===== config.mk =====
export PLATFORM = sky130hd
export DESIGN_NAME = qdac_cmd_tx
export DESIGN_NICKNAME = d
export VERILOG_FILES = /design/src/rtl/qdac_pkg.sv /design/src/rtl/qdac_phase_tmr.sv /design/src/rtl/qdac_frame_sr.sv /design/src/rtl/qdac_cmd_tx.sv
export SDC_FILE = /design/constraint.sdc
export NUM_CORES = 1
export LEC_CHECK = 0
export ABC_AREA = 1
export BUFFER_PORTS_ARGS = -buffer_cell sky130_fd_sc_hd__buf_2
export CORE_ASPECT_RATIO = 1.75
export CORE_UTILIZATION = 51
export DETAILED_ROUTE_END_ITERATION = 10
export GPL_TIMING_DRIVEN = 0
export PLACE_DENSITY_LB_ADDON = 0.05
export SYNTH_ARGS = -nofsm -noshare
export SYNTH_HDL_FRONTEND = slang
export SYNTH_HIERARCHICAL = 1
export SYNTH_SLANG_ARGS = --single-unit
export TNS_END_PERCENT = 5

===== constraint.sdc =====
create_clock -name clk -period 1.9 [get_ports clk]
set_clock_uncertainty 0.05 [all_clocks]
set_input_delay 0.38 -clock clk [delete_from_list [all_inputs] [get_ports clk]]
set_output_delay 0.38 -clock clk [all_outputs]
set_load 0.01 [all_outputs]

===== src/rtl/qdac_pkg.sv =====
`timescale 1ns/1ps
package qdac_pkg;
  localparam int FRAME_BITS = 11;

  typedef enum logic [2:0] {
    ST_IDLE,
    ST_LEAD,
    ST_HIGH,
    ST_LOW,
    ST_TAIL,
    ST_LOAD,
    ST_LDAC
  } qdac_state_e;

  typedef struct packed {
    logic [1:0] chan;
    logic       rng;
    logic [7:0] code;
  } qdac_frame_t;
endpackage


===== src/rtl/qdac_phase_tmr.sv =====
`timescale 1ns/1ps
module qdac_phase_tmr #(
  parameter int CNT_W = 8
) (
  input  logic             clk,
  input  logic             rst,
  input  logic             ld,
  input  logic [CNT_W-1:0] ld_val,
  output logic             expired
);
  logic [CNT_W-1:0] cnt;

  always_ff @(posedge clk) begin
    if (rst)               cnt <= '0;
    else if (ld)           cnt <= ld_val;
    else if (cnt != '0)    cnt <= cnt - 1'b1;
  end

  assign expired = (cnt == '0);
endmodule


===== src/rtl/qdac_frame_sr.sv =====
`timescale 1ns/1ps
module qdac_frame_sr #(
  parameter int NBITS = 11
) (
  input  logic             clk,
  input  logic             rst,
  input  logic             ld,
  input  logic [NBITS-1:0] frame_in,
  input  logic             shift,
  output logic             serial_out,
  output logic             last_bit
);
  localparam int IDX_W = $clog2(NBITS);

  logic [NBITS-1:0] sr;
  logic [IDX_W-1:0] idx;

  always_ff @(posedge clk) begin
    if (rst) begin
      sr  <= '0;
      idx <= '0;
    end else if (ld) begin
      sr  <= frame_in;
      idx <= '0;
    end else if (shift) begin
      sr  <= {sr[NBITS-2:0], 1'b0};
      idx <= idx + 1'b1;
    end
  end

  assign serial_out = sr[NBITS-1];
  assign last_bit   = (idx == IDX_W'(NBITS - 1));

  AST_NO_EXTRA_SHIFT: assert property (@(posedge clk) disable iff (rst)
    shift |-> !last_bit);
endmodule


===== src/rtl/qdac_cmd_tx.sv =====
`timescale 1ns/1ps
module qdac_cmd_tx
  import qdac_pkg::*;
#(
  parameter int HALF_CYC  = 63,
  parameter int SETUP_CYC = 7,
  parameter int LOAD_CYC  = 32,
  parameter int LDAC_CYC  = 32
) (
  input  logic       clk,
  input  logic       rst,
  input  logic       req_valid,
  input  logic [1:0] req_chan,
  input  logic       req_range,
  input  logic [7:0] req_code,
  input  logic       req_staged,
  input  logic       commit,
  output logic       busy,
  output logic       done,
  output logic       dac_clk,
  output logic       dac_data,
  output logic       dac_load,
  output logic       dac_ldac
);
  localparam int MAX_A   = (HALF_CYC > SETUP_CYC) ? HALF_CYC : SETUP_CYC;
  localparam int MAX_B   = (LOAD_CYC > LDAC_CYC) ? LOAD_CYC : LDAC_CYC;
  localparam int MAX_CYC = (MAX_A > MAX_B) ? MAX_A : MAX_B;
  localparam int CNT_W   = $clog2(MAX_CYC + 1);

  localparam logic [CNT_W-1:0] HALF_LD  = CNT_W'(HALF_CYC - 1);
  localparam logic [CNT_W-1:0] SETUP_LD = CNT_W'(SETUP_CYC - 1);
  localparam logic [CNT_W-1:0] LOAD_LD  = CNT_W'(LOAD_CYC - 1);
  localparam logic [CNT_W-1:0] LDAC_LD  = CNT_W'(LDAC_CYC - 1);

  qdac_state_e      st, nxt;
  logic             staged_q, staged_n;
  logic             tmr_ld, tmr_exp;
  logic [CNT_W-1:0] tmr_val;
  logic             sr_ld, sr_shift, sr_last;
  logic             clk_n, load_n, ldac_n, busy_n, done_n;
  qdac_frame_t      frame_w;

  assign frame_w = '{chan: req_chan, rng: req_range, code: req_code};

  qdac_phase_tmr #(.CNT_W(CNT_W)) u_tmr (
    .clk     (clk),
    .rst     (rst),
    .ld      (tmr_ld),
    .ld_val  (tmr_val),
    .expired (tmr_exp)
  );

  qdac_frame_sr #(.NBITS(FRAME_BITS)) u_sr (
    .clk        (clk),
    .rst        (rst),
    .ld         (sr_ld),
    .frame_in   (frame_w),
    .shift      (sr_shift),
    .serial_out (dac_data),
    .last_bit   (sr_last)
  );

  always_comb begin
    nxt      = st;
    tmr_ld   = 1'b0;
    tmr_val  = '0;
    sr_ld    = 1'b0;
    sr_shift = 1'b0;
    clk_n    = dac_clk;
    load_n   = dac_load;
    ldac_n   = dac_ldac;
    busy_n   = busy;
    done_n   = 1'b0;
    staged_n = staged_q;
    case (st)
      ST_IDLE: begin
        if (req_valid) begin
          nxt      = ST_LEAD;
          tmr_ld   = 1'b1;
          tmr_val  = SETUP_LD;
          sr_ld    = 1'b1;
          busy_n   = 1'b1;
          staged_n = req_staged;
          ldac_n   = req_staged;
        end else if (commit) begin
          nxt     = ST_LDAC;
          tmr_ld  = 1'b1;
          tmr_val = LDAC_LD;
          busy_n  = 1'b1;
          ldac_n  = 1'b0;
        end
      end
      ST_LEAD: begin
        if (tmr_exp) begin
          nxt     = ST_HIGH;
          tmr_ld  = 1'b1;
          tmr_val = HALF_LD;
          clk_n   = 1'b1;
        end
      end
      ST_HIGH: begin
        if (tmr_exp) begin
          clk_n  = 1'b0;
          tmr_ld = 1'b1;
          if (sr_last) begin
            nxt     = ST_TAIL;
            tmr_val = SETUP_LD;
          end else begin
            nxt     = ST_LOW;
            tmr_val = HALF_LD;
          end
        end
      end
      ST_LOW: begin
        if (tmr_exp) begin
          nxt      = ST_HIGH;
          tmr_ld   = 1'b1;
          tmr_val  = HALF_LD;
          clk_n    = 1'b1;
          sr_shift = 1'b1;
        end
      end
      ST_TAIL: begin
        if (tmr_exp) begin
          nxt     = ST_LOAD;
          tmr_ld  = 1'b1;
          tmr_val = LOAD_LD;
          load_n  = 1'b0;
        end
      end
      ST_LOAD: begin
        if (tmr_exp) begin
          nxt    = ST_IDLE;
          load_n = 1'b1;
          ldac_n = 1'b1;
          busy_n = 1'b0;
          done_n = 1'b1;
        end
      end
      ST_LDAC: begin
        if (tmr_exp) begin
          nxt    = ST_IDLE;
          ldac_n = 1'b1;
          busy_n = 1'b0;
          done_n = 1'b1;
        end
      end
      default: nxt = ST_IDLE;
    endcase
  end

  always_ff @(posedge clk) begin
    if (rst) begin
      st       <= ST_IDLE;
      staged_q <= 1'b0;
      busy     <= 1'b0;
      done     <= 1'b0;
      dac_clk  <= 1'b0;
      dac_load <= 1'b1;
      dac_ldac <= 1'b1;
    end else begin
      st       <= nxt;
      staged_q <= staged_n;
      busy     <= busy_n;
      done     <= done_n;
      dac_clk  <= clk_n;
      dac_load <= load_n;
      dac_ldac <= ldac_n;
    end
  end

  AST_CLK_IDLE_LOW: assert property (@(posedge clk) disable iff (rst)
    !busy |-> (!dac_clk && dac_load));
  AST_DATA_HELD: assert property (@(posedge clk) disable iff (rst)
    ($fell(dac_clk) || (dac_clk && $past(dac_clk))) |-> $stable(dac_data));
  AST_LOAD_HIGH_AT_EDGE: assert property (@(posedge clk) disable iff (rst)
    ($rose(dac_clk) || $fell(dac_clk)) |-> (dac_load && $past(dac_load)));
  AST_IMM_LDAC_LOW: assert property (@(posedge clk) disable iff (rst)
    (busy && !staged_q) |-> !dac_ldac);
  AST_STAGED_LDAC_HIGH: assert property (@(posedge clk) disable iff (rst)
    (busy && staged_q && st != ST_LDAC) |-> dac_ldac);
  AST_COMMIT_QUIET: assert property (@(posedge clk) disable iff (rst)
    (st == ST_LDAC) |-> (!dac_clk && dac_load && !dac_ldac));
  AST_ACCEPT_BUSY: assert property (@(posedge clk) disable iff (rst)
    (!$past(rst) && !$past(busy) && $past(req_valid)) |-> (busy && dac_load));
  AST_DONE_SINGLE: assert property (@(posedge clk) disable iff (rst)
    done |=> !done);
  AST_DONE_RELEASED: assert property (@(posedge clk) disable iff (rst)
    done |-> (!busy && dac_load && dac_ldac));
  AST_REQ_OVER_COMMIT: assert property (@(posedge clk) disable iff (rst)
    (!$past(rst) && !$past(busy) && $past(req_valid) && $past(commit)) |-> (st != ST_LDAC));
endmodule


## Word level (Yosys, flattened, before mapping)

Cells that the tools add are included.

| word-level totals | value |
|---|---|
| register bits | 29 |
| input bits | 16 |
| output and inout bits | 6 |
| logic and storage cells | 78 |

| operators by class | value |
|---|---|
| $add $sub $neg | 2 |
| eq/ne operators | 13 |
| muxes and demuxes | 36 |
| bitwise operators | 1 |
| reductions and logical operators | 17 |

Operators by type and width:

| cell | count |
|---|---|
| two-way mux 6 bit | 5 |
| one-hot mux 6 bit (4 select lines) | 1 |
| two-way mux 11 bit | 2 |
| two-way mux 3 bit | 7 |
| two-way mux 5 bit | 3 |
| one-hot mux 3 bit (5 select lines) | 1 |
| two-way mux 1 bit | 12 |
| one-hot mux 1 bit (2 select lines) | 5 |
| nonzero test 2 bit | 5 |
| equality test 3 bit (second input constant) | 3 |
| AND reduction 3 bit | 3 |
| OR reduction 2 bit | 4 |
| equality test 3 x 2 -> 1 bit (second input constant) | 2 |
| logical NOT 6 bit | 1 |
| inequality test 2 bit (second input constant) | 3 |
| nonzero test 6 bit | 1 |
| subtractor 6 x 1 -> 6 bit (second input constant) | 1 |
| AND reduction 5 bit | 1 |
| adder 4 x 1 -> 4 bit (second input constant) | 1 |
| equality test 4 bit (second input constant) | 1 |
| inequality test 2 x 1 -> 1 bit (second input constant) | 2 |
| OR reduction 4 bit | 1 |
| equality test 3 x 1 -> 1 bit (second input constant) | 1 |
| logical NOT 3 bit | 1 |
| 2 further kinds | 2 |

## Longest topological paths before layout

Gate-level depths: netlist of run 1.

| depth | value |
|---|---|
| depth in word-level cells | 5 |
| depth in mapped cells | 16 |
| mapped depth without buffers | 15 |

## By module

Netlist of run 1, hierarchy kept.

Modules (own cells, without submodules):

| module | times used | cells an instance | area an instance (µm²) | sequential area each (µm²) |
|---|---|---|---|---|
| qdac_frame_sr | 1 | 107 | 733.2 | 300.3 |
| qdac_cmd_tx | 1 | 82 | 578.1 | 160.2 |
| qdac_phase_tmr | 1 | 61 | 402.9 | 120.1 |

## Worst setup path before layout of run 1

No wires, ideal clock.

| timing path | value |
|---|---|
| kind | reg-to-reg |
| from | register u_tmr.cnt[0] |
| to | register u_tmr.cnt[0] |
| setup time | 0.070 ns |
| arrival time | 1.936 ns |
| required time | 1.780 ns |
| path slack | -0.155 ns |
| stages on the path, launching flop included | 17 |
| path buffers | 1 |
| period minus slack after synthesis | 2.055 ns |
| path through | dfxtp_1 -> inv_1 -> ha_1 -> nand3_1 -> inv_1 -> inv_1 -> nand4_4 -> nand2_2 -> inv_2 -> nand2_2 -> o31ai_1 -> buf_6 -> inv_2 -> nand4_4 -> clkinv_1 -> nand2_1 -> a21oi_1 |

| on the way | value |
|---|---|
| longest elaborated chain between the ends | 4 |
| elaborated cells between the ends (all ways) | 11 |
| classes of those cells | add/sub: 1; mux: 7; reduce/logical: 3 |

Ends and longest elaborated chain:

| item | RTL line | source |
|---|---|---|
| from (decl) | qdac_phase_tmr.sv:11 | `logic [CNT_W-1:0] cnt;` |
| from (signal assigned) | qdac_phase_tmr.sv:15 | `else if (ld) cnt <= ld_val;` |
| from (signal assigned) | qdac_phase_tmr.sv:16 | `else if (cnt != '0) cnt <= cnt - 1'b1;` |
| logical NOT 6 bit (*) | qdac_phase_tmr.sv:19 | `assign expired = (cnt == '0);` |
| named net tmr_exp | qdac_cmd_tx.sv:37 | `logic tmr_ld, tmr_exp;` |
| two-way mux 1 bit (*) | n/a |  |
| one-hot mux 1 bit (2 select lines) (*) | qdac_cmd_tx.sv:75 | `case (st)` |
| named net tmr_ld | qdac_cmd_tx.sv:37 |  |
| two-way mux 6 bit or nonzero test 2 bit (tied branches) | n/a |  |

The timed path passes the listed nets; every way through them passes the cells marked *. The select of a mux whose other input is x is not followed.
A chain may end at the register's enable or synchronous reset.

## Final worst setup path of run 1

| timing path | value |
|---|---|
| from | register u_tmr.cnt[0] |
| to | register u_tmr.cnt[0] |

| on the way | value |
|---|---|
| longest elaborated chain between the ends | 4 |
| elaborated cells between the ends (all ways) | 11 |
| classes of those cells | add/sub: 1; mux: 7; reduce/logical: 3 |

Ends and longest elaborated chain:

| item | RTL line | source |
|---|---|---|
| logical NOT 6 bit (*) | qdac_phase_tmr.sv:19 |  |
| named net tmr_exp | qdac_cmd_tx.sv:37 |  |
| two-way mux 5 bit or two-way mux 6 bit (tied branches) | qdac_cmd_tx.sv:124, qdac_cmd_tx.sv:102 |  |
| one-hot mux 6 bit (4 select lines) (*) | qdac_cmd_tx.sv:75 |  |
| named net tmr_val[0] | qdac_cmd_tx.sv:38 | `logic [CNT_W-1:0] tmr_val;` |
| two-way mux 6 bit (*) | qdac_phase_tmr.sv:15 |  |

Marks and branches as above.

==> impl_metrics.ini, run 1 <==
[run_status]
status = finished clean

[floorplan]
start_util_pct = 54.0
die_y_um = 78.7
io_pins = 22
dieArea_um2 = 3610
coreArea_um2 = 3180
rows = 27
die_w_um = 45.8

[sta]
setup_viol_count_final = 0
tightest_slew_ns = 0.445
hold_viol = 0
slew_headroom_pct = 70.4
fin_ws_ns = 0.0723
finalCriticalPeriod_ns = 1.83
post-route-period-util_pct = 96.2
rsz0062_at_grt = true
fmax_mhz = 547
holdWs_ns = 0.305
maxSlewViolCount = 0

[grt]
grt_max_degree = 15
grt_pass1_vias = 1467
grt_antenna_before_repair = 0
grt_pass1_wl_mm = 5.80
grt_use_total_pct = 21.6
overflow = 0

[layout]
most-common-layout-cells = 79 x nand2_1, 36 x nand3_1, 26 x dfxtp_1, 21 x buf_2, 19 x inv_1
num-fill-cells = 325
layout_commonest_cell = nand2_1
drive_above_1_share_pct = 28.3
fin_cells = 336
nets = 312
area_delta_synth_final_pct = 23.7
diodes = 0
fin_area_um2 = 2120

[power_and_ir_drop]
intPower_mw = 1.91
p_switching_mw = 1.58
power.leakage_nw = 1.05
clockPowerShare_pct = 13.9
ir_worst_vdd_v = 0.000811
switching_share_pct = 45.3
p_per_area_nw_per_um2 = 1640
p_comb_share_pct = 60.6
seqPwrFrac_pct = 25.5
p_total_mw = 3.48

[yosys]
synthSimpleGateAreaFrac_pct = 43.4
yosysSeqAreaShare_pct = 33.9
avgSynthCellArea_um2 = 6.86
ys_seq_elements = 29
synth_xor_xnor_area_share_pct = 0.511
postSynthCellCount = 250
synth_compound_area_share_pct = 8.76
synth-adder-area-share_pct = 2.92
synth_area_um2 = 1710
synth.mux.area_fraction_pct = 0
ys.warnings.count = 6
synth.net_count = 270
synth_cell_type_count = 28
synth_top_family_by_area = simple AND/OR/NAND/NOR gates

[worst_setup_path]
path_class = reg -> reg
cp.required_ns = 2.06
slowest_stage = dfxtp_2
crit_family = simple AND/OR/NAND/NOR gates
start_kind = flop
cp.arrival_ns = 1.98
end_kind = flop
crit_path_frequent_cell = nand2_1
crit_path_max_fanout = 4
crit_buf_inv = 4
worstPathCellList = inv_2, ha_4, nand3_2, inv_2, inv_4, buf_4, nor3_1, nand2_1, nand2_1, nand2_1, o21ai_0, nand2_1, a21oi_2
max_stage_delay_ns = 0.34

[clock_tree]
cts_buffers = 5
h-tree-depth = 2
clkTransAtPathRegs_ns = 0.06
ctsHoldBuffers = 0
cts_buffer_depth = 2
clock_latency_ns = 0.28
cts_tree = yes
root_buffer = clkbuf_8
cts.sinks = 29

[route]
ant_nets = 0
routed_wl_mm = 3.83
viasPerCell = 5.01
drc_errors = 0
vias = 1685
drt_iter0_markers = 21
avgRoutedWirePerCell_um = 11.4
first_pass_iters = 4

[place]
pre_cts_slack_ns = -0.249
io_buffers = 21
post-place-cells = 314
place_area_um2 = 1880
hpwl_mm = 2.71
gp_congestion = 0.910

[min_path]
hp-class = in -> reg

[job]
drv_cap = 0
[sequential cells by signal, indices dropped and copies added (netlist names)]
signal	count
dac_ldac	1
busy	1
st	3
u_tmr/cnt	6
dac_load	1
u_sr/idx	4
dac_clk	1
done	1
u_sr/sr	11
[worst min-delay path, delay by kind of cell]
family / cells / cell delay [ns]
and+or+nand+nor: 1 / 0.05
AOI/OAI and AO/OA: 1 / 0.06
buffers and inverters: 1 / 0.09
[power by group through the flow]
stage / Clock, mW / Sequential [mW] / Combinational [mW]
after detailed placement: 0 / 0.880 / 1.75
final: 0.483 / 0.888 / 2.11
after CTS: 0.496 / 0.874 / 1.89
after floorplan: 0 / 0.878 / 1.42
after global placement: 0 / 0.877 / 1.73
after global routing: 0.525 / 0.902 / 2.33
[layout make-up]
class                      instances  area (um^2)  share of cell area, %
multi-input combinational        184         1010                   47.4
sequential                        29          584                   27.6
timing repair buffer              36          218                   10.3
inverter                          31          126                   5.96
clock buffer                       8         80.1                   3.78
tap                               43         53.8                   2.54
buffer                             5         52.6                   2.48
[layer usage]
layer | part of all wire (%) | global-route usage (%) | vias up
met5 | 0 | 0 | -
met1 | 40 | 20.4 | 757
met3 | 2.8 | 4.55 | 10
li1 | - | - | 888
met2 | 54 | 40.3 | 30
met4 | 2.6 | 11.5 | 0
[path summary, 6_finish.rpt]
check | start | to | slack, ns | depth (start not counted)
worst min register to register | busy | busy | 0.41 | 2
worst min-delay path | req_code[0] | u_sr/sr[0] | 0.31 | 3
worst max-delay path | u_tmr/cnt[0] | u_tmr/cnt[0] | 0.07 | 13
worst max register to register | u_tmr/cnt[0] | u_tmr/cnt[0] | 0.07 | 13
[kinds of logic after synthesis]
kind of cell               after synthesis
adders and majority gates                4
and+or+nand+nor                        153
DFF                                     29
xor gates and xnor gates                 1
buffers and inverters                   37
AOI/OAI and AO/OA                       26
[cell usage after synthesis]
| cell type | count | area (um^2) |
|---|---|---|
| clkinv_1 | 2 | 7.51 |
| o21ai_0 | 6 | 30.0 |
| nand4_4 | 2 | 42.5 |
| nand4_1 | 3 | 18.8 |
| nor2_1 | 17 | 63.8 |
| nand3b_1 | 1 | 7.51 |
| o211ai_1 | 2 | 15.0 |
| buf_4 | 1 | 7.51 |
| nand3_1 | 37 | 185 |
| nand2_1 | 80 | 300 |
| nand2_4 | 1 | 11.3 |
| inv_2 | 6 | 22.5 |
| a21oi_2 | 2 | 17.5 |
| nor2_4 | 2 | 22.5 |
| xor2_1 | 1 | 8.76 |
| nor3_1 | 1 | 5.00 |
| nor2_2 | 3 | 18.8 |
| nand2_2 | 3 | 18.8 |
| a21oi_1 | 13 | 65.1 |
| nor2_8 | 1 | 20.0 |
| nand2_8 | 1 | 20.0 |
| inv_1 | 23 | 86.3 |
| nand3_2 | 1 | 10.0 |
| ha_1 | 4 | 50.1 |
| buf_6 | 5 | 56.3 |
| o31ai_1 | 2 | 15.0 |
| a211oi_1 | 1 | 7.51 |
| dfxtp_1 | 29 | 581 |
[metrics by stage]
stage	util [%]	setup TNS, ns
floorplan	-	0
global placement	59.1	-1.29
detailed placement	59.1	-1.48
CTS	63.5	0
global route	66.8	-0.0229
finish	66.8	0
[repair_timing]
item                                    in CTS  in global routing
buffers inserted                             5                 10
pin swaps                                    1                  6
endpoints found under the setup margin      15                 15
endpoints found under the hold margin        0                  0
gates resized for setup                      8                 12
Power figures use the tool's default switching activity.
==> run 2: changes to the inputs <==
- MAX_ROUTING_LAYER: unset -> met4
==> impl_metrics.ini, run 2 (synthesized netlist as in run 1, its figures left out) <==
[run_status]
status = finished clean

[floorplan]
dieArea_um2 = 3610
start_util_pct = 54.0
die_w_um = 45.8
rows = 27
io_pins = 22
die_y_um = 78.7
coreArea_um2 = 3180

[worst_setup_path]
crit_family = simple AND/OR/NAND/NOR gates
cp.arrival_ns = 1.98
slowest_stage = dfxtp_2
startpoint = u_tmr/cnt[0]
rr_startpoint = u_tmr/cnt[0]
max_stage_delay_ns = 0.35
crit_path_frequent_cell = inv_2
path_class = reg -> reg
crit_path_max_fanout = 7
end_kind = flop
ff2ff_path_depth = 15
cp.required_ns = 2.06
rrSetupSlack_ns = 0.08
start_kind = flop
r2r_end = u_tmr/cnt[0]
worstPathCellList = inv_2, ha_4, nand3_4, inv_4, inv_6, nand4_4, nand2_2, inv_2, nand2_4, o31ai_4, clkinv_4, nand4_4, inv_2, nand2_2, a21oi_2
crit_buf_inv = 6

[layout]
num-fill-cells = 307
diodes = 0
most-common-layout-cells = 79 x nand2_1, 36 x nand3_1, 26 x dfxtp_1, 21 x buf_2, 19 x inv_1
reg_top3 = u_sr/sr: 11 flops, u_tmr/cnt: 6 flops, u_sr/idx: 4 flops
top_register = u_sr/sr
fin_cells = 334
layout_commonest_cell = nand2_1
largest_reg_flops = 11
drive_above_1_share_pct = 28.9
area_delta_synth_final_pct = 26.0
nets = 310

[power_and_ir_drop]
p_total_mw = 3.69
p_per_area_nw_per_um2 = 1710
switching_share_pct = 43.8
ir_worst_vdd_v = 0.000860
p_comb_share_pct = 58.1
p_switching_mw = 1.62
seqPwrFrac_pct = 24.0
power.leakage_nw = 1.06
clockPowerShare_pct = 17.8
intPower_mw = 2.07

[clock_tree]
cts_tree = yes
cts.sinks = 29
clock_latency_ns = 0.27
ctsHoldBuffers = 0
h-tree-depth = 2
root_buffer = clkbuf_8
clkTransAtPathRegs_ns = 0.06
cts_buffers = 5
cts_buffer_depth = 2

[sta]
fin_ws_ns = 0.0798
tightest_slew_ns = 0.418
setup_viol_count_final = 0
finalCriticalPeriod_ns = 1.82
fmax_mhz = 549
post-route-period-util_pct = 95.8
hold_viol = 0
slew_headroom_pct = 72.1
maxSlewViolCount = 0

[route]
first_pass_iters = 4
avgRoutedWirePerCell_um = 11.6
drt_iter0_markers = 28
vias = 1672
drc_errors = 0
routed_wl_mm = 3.89
ant_nets = 0
viasPerCell = 5.01

[place]
gp_congestion = 0.915
hpwl_mm = 2.67
pre_cts_slack_ns = -0.252
io_buffers = 21
post-place-cells = 314

[min_path]
min-delay-start = req_code[0]
whs_path_depth = 3
holdPathEnd = u_sr/sr[0]
hp-class = in -> reg

[grt]
grt_antenna_before_repair = 0
grt_max_degree = 15
overflow = 0
grt_pass1_wl_mm = 6.02
grt_use_total_pct = 23.5
grt_pass1_vias = 1470

[job]
drv_cap = 0
[run 2: worst max-delay path by stage]
stage | depth (start not counted) | slack (ns) | to
after floorplan | 16 | 0.009 | u_tmr/cnt[0]
after global placement | 15 | -0.23 | u_tmr/cnt[5]
after detailed placement | 16 | -0.25 | u_tmr/cnt[1]
after CTS | 16 | 0.001 | u_tmr/cnt[0]
after global routing | 13 | -0.03 | u_tmr/cnt[0]
final | 15 | 0.08 | u_tmr/cnt[0]
[run 2: per-stage QoR]
stage                     TNS, ns  hold WS (ns)  area, um^2  util, %
final                           0         0.301        2160     68.0
after floorplan                 0         0.383        1720        -
after CTS                       0         0.293        2050     64.7
after detailed placement    -1.62         0.406        1880     59.1
after global placement      -1.56         0.396        1880     59.1
after global routing      -0.0528         0.300        2160     68.0
[run 2: final cells by class]
cell class	count	area (um^2)	area share, %
timing repair buffer	34	203	9.39
buffer	5	52.6	2.43
sequential	29	584	27.1
clock inverter	1	30.0	1.39
multi-input combinational	184	1020	47.2
clock buffer	7	86.3	4.00
inverter	31	131	6.08
tap	43	53.8	2.49
[run 2: power groups by stage]
stage / clock, mW / sequential (mW) / combinational [mW]
global route: 0.705 / 0.904 / 2.36
global placement: 0 / 0.877 / 1.73
CTS: 0.681 / 0.874 / 1.90
detailed placement: 0 / 0.879 / 1.74
finish: 0.657 / 0.887 / 2.15
floorplan: 0 / 0.878 / 1.42
[run 2: metal layers]
layer	GRT usage [%]	share of wire (%)	vias up	wire, um
li1	-	-	887	-
met1	21.5	40	741	1560
met2	42.3	54	38	2120
met3	5.00	3.2	6	125
met4	12.9	2.1	0	83
met5	-	0	-	0
[run 2: worst reg2reg max path, stage by stage, from the launching register on]
cell and delay (ns):
dfxtp_2 0.35, inv_2 0.06, ha_4 0.17, nand3_4 0.10, inv_4 0.05, inv_6 0.08
nand4_4 0.08, nand2_2 0.08, inv_2 0.05, nand2_4 0.08, o31ai_4 0.12, clkinv_4 0.09
nand4_4 0.13, inv_2 0.10, nand2_2 0.05, a21oi_2 0.11
[run 2: timing repair]
item,CTS,global route
pin swaps,1,6
resized for setup,7,18
setup endpoints to repair,17,19
setup buffers,6,7
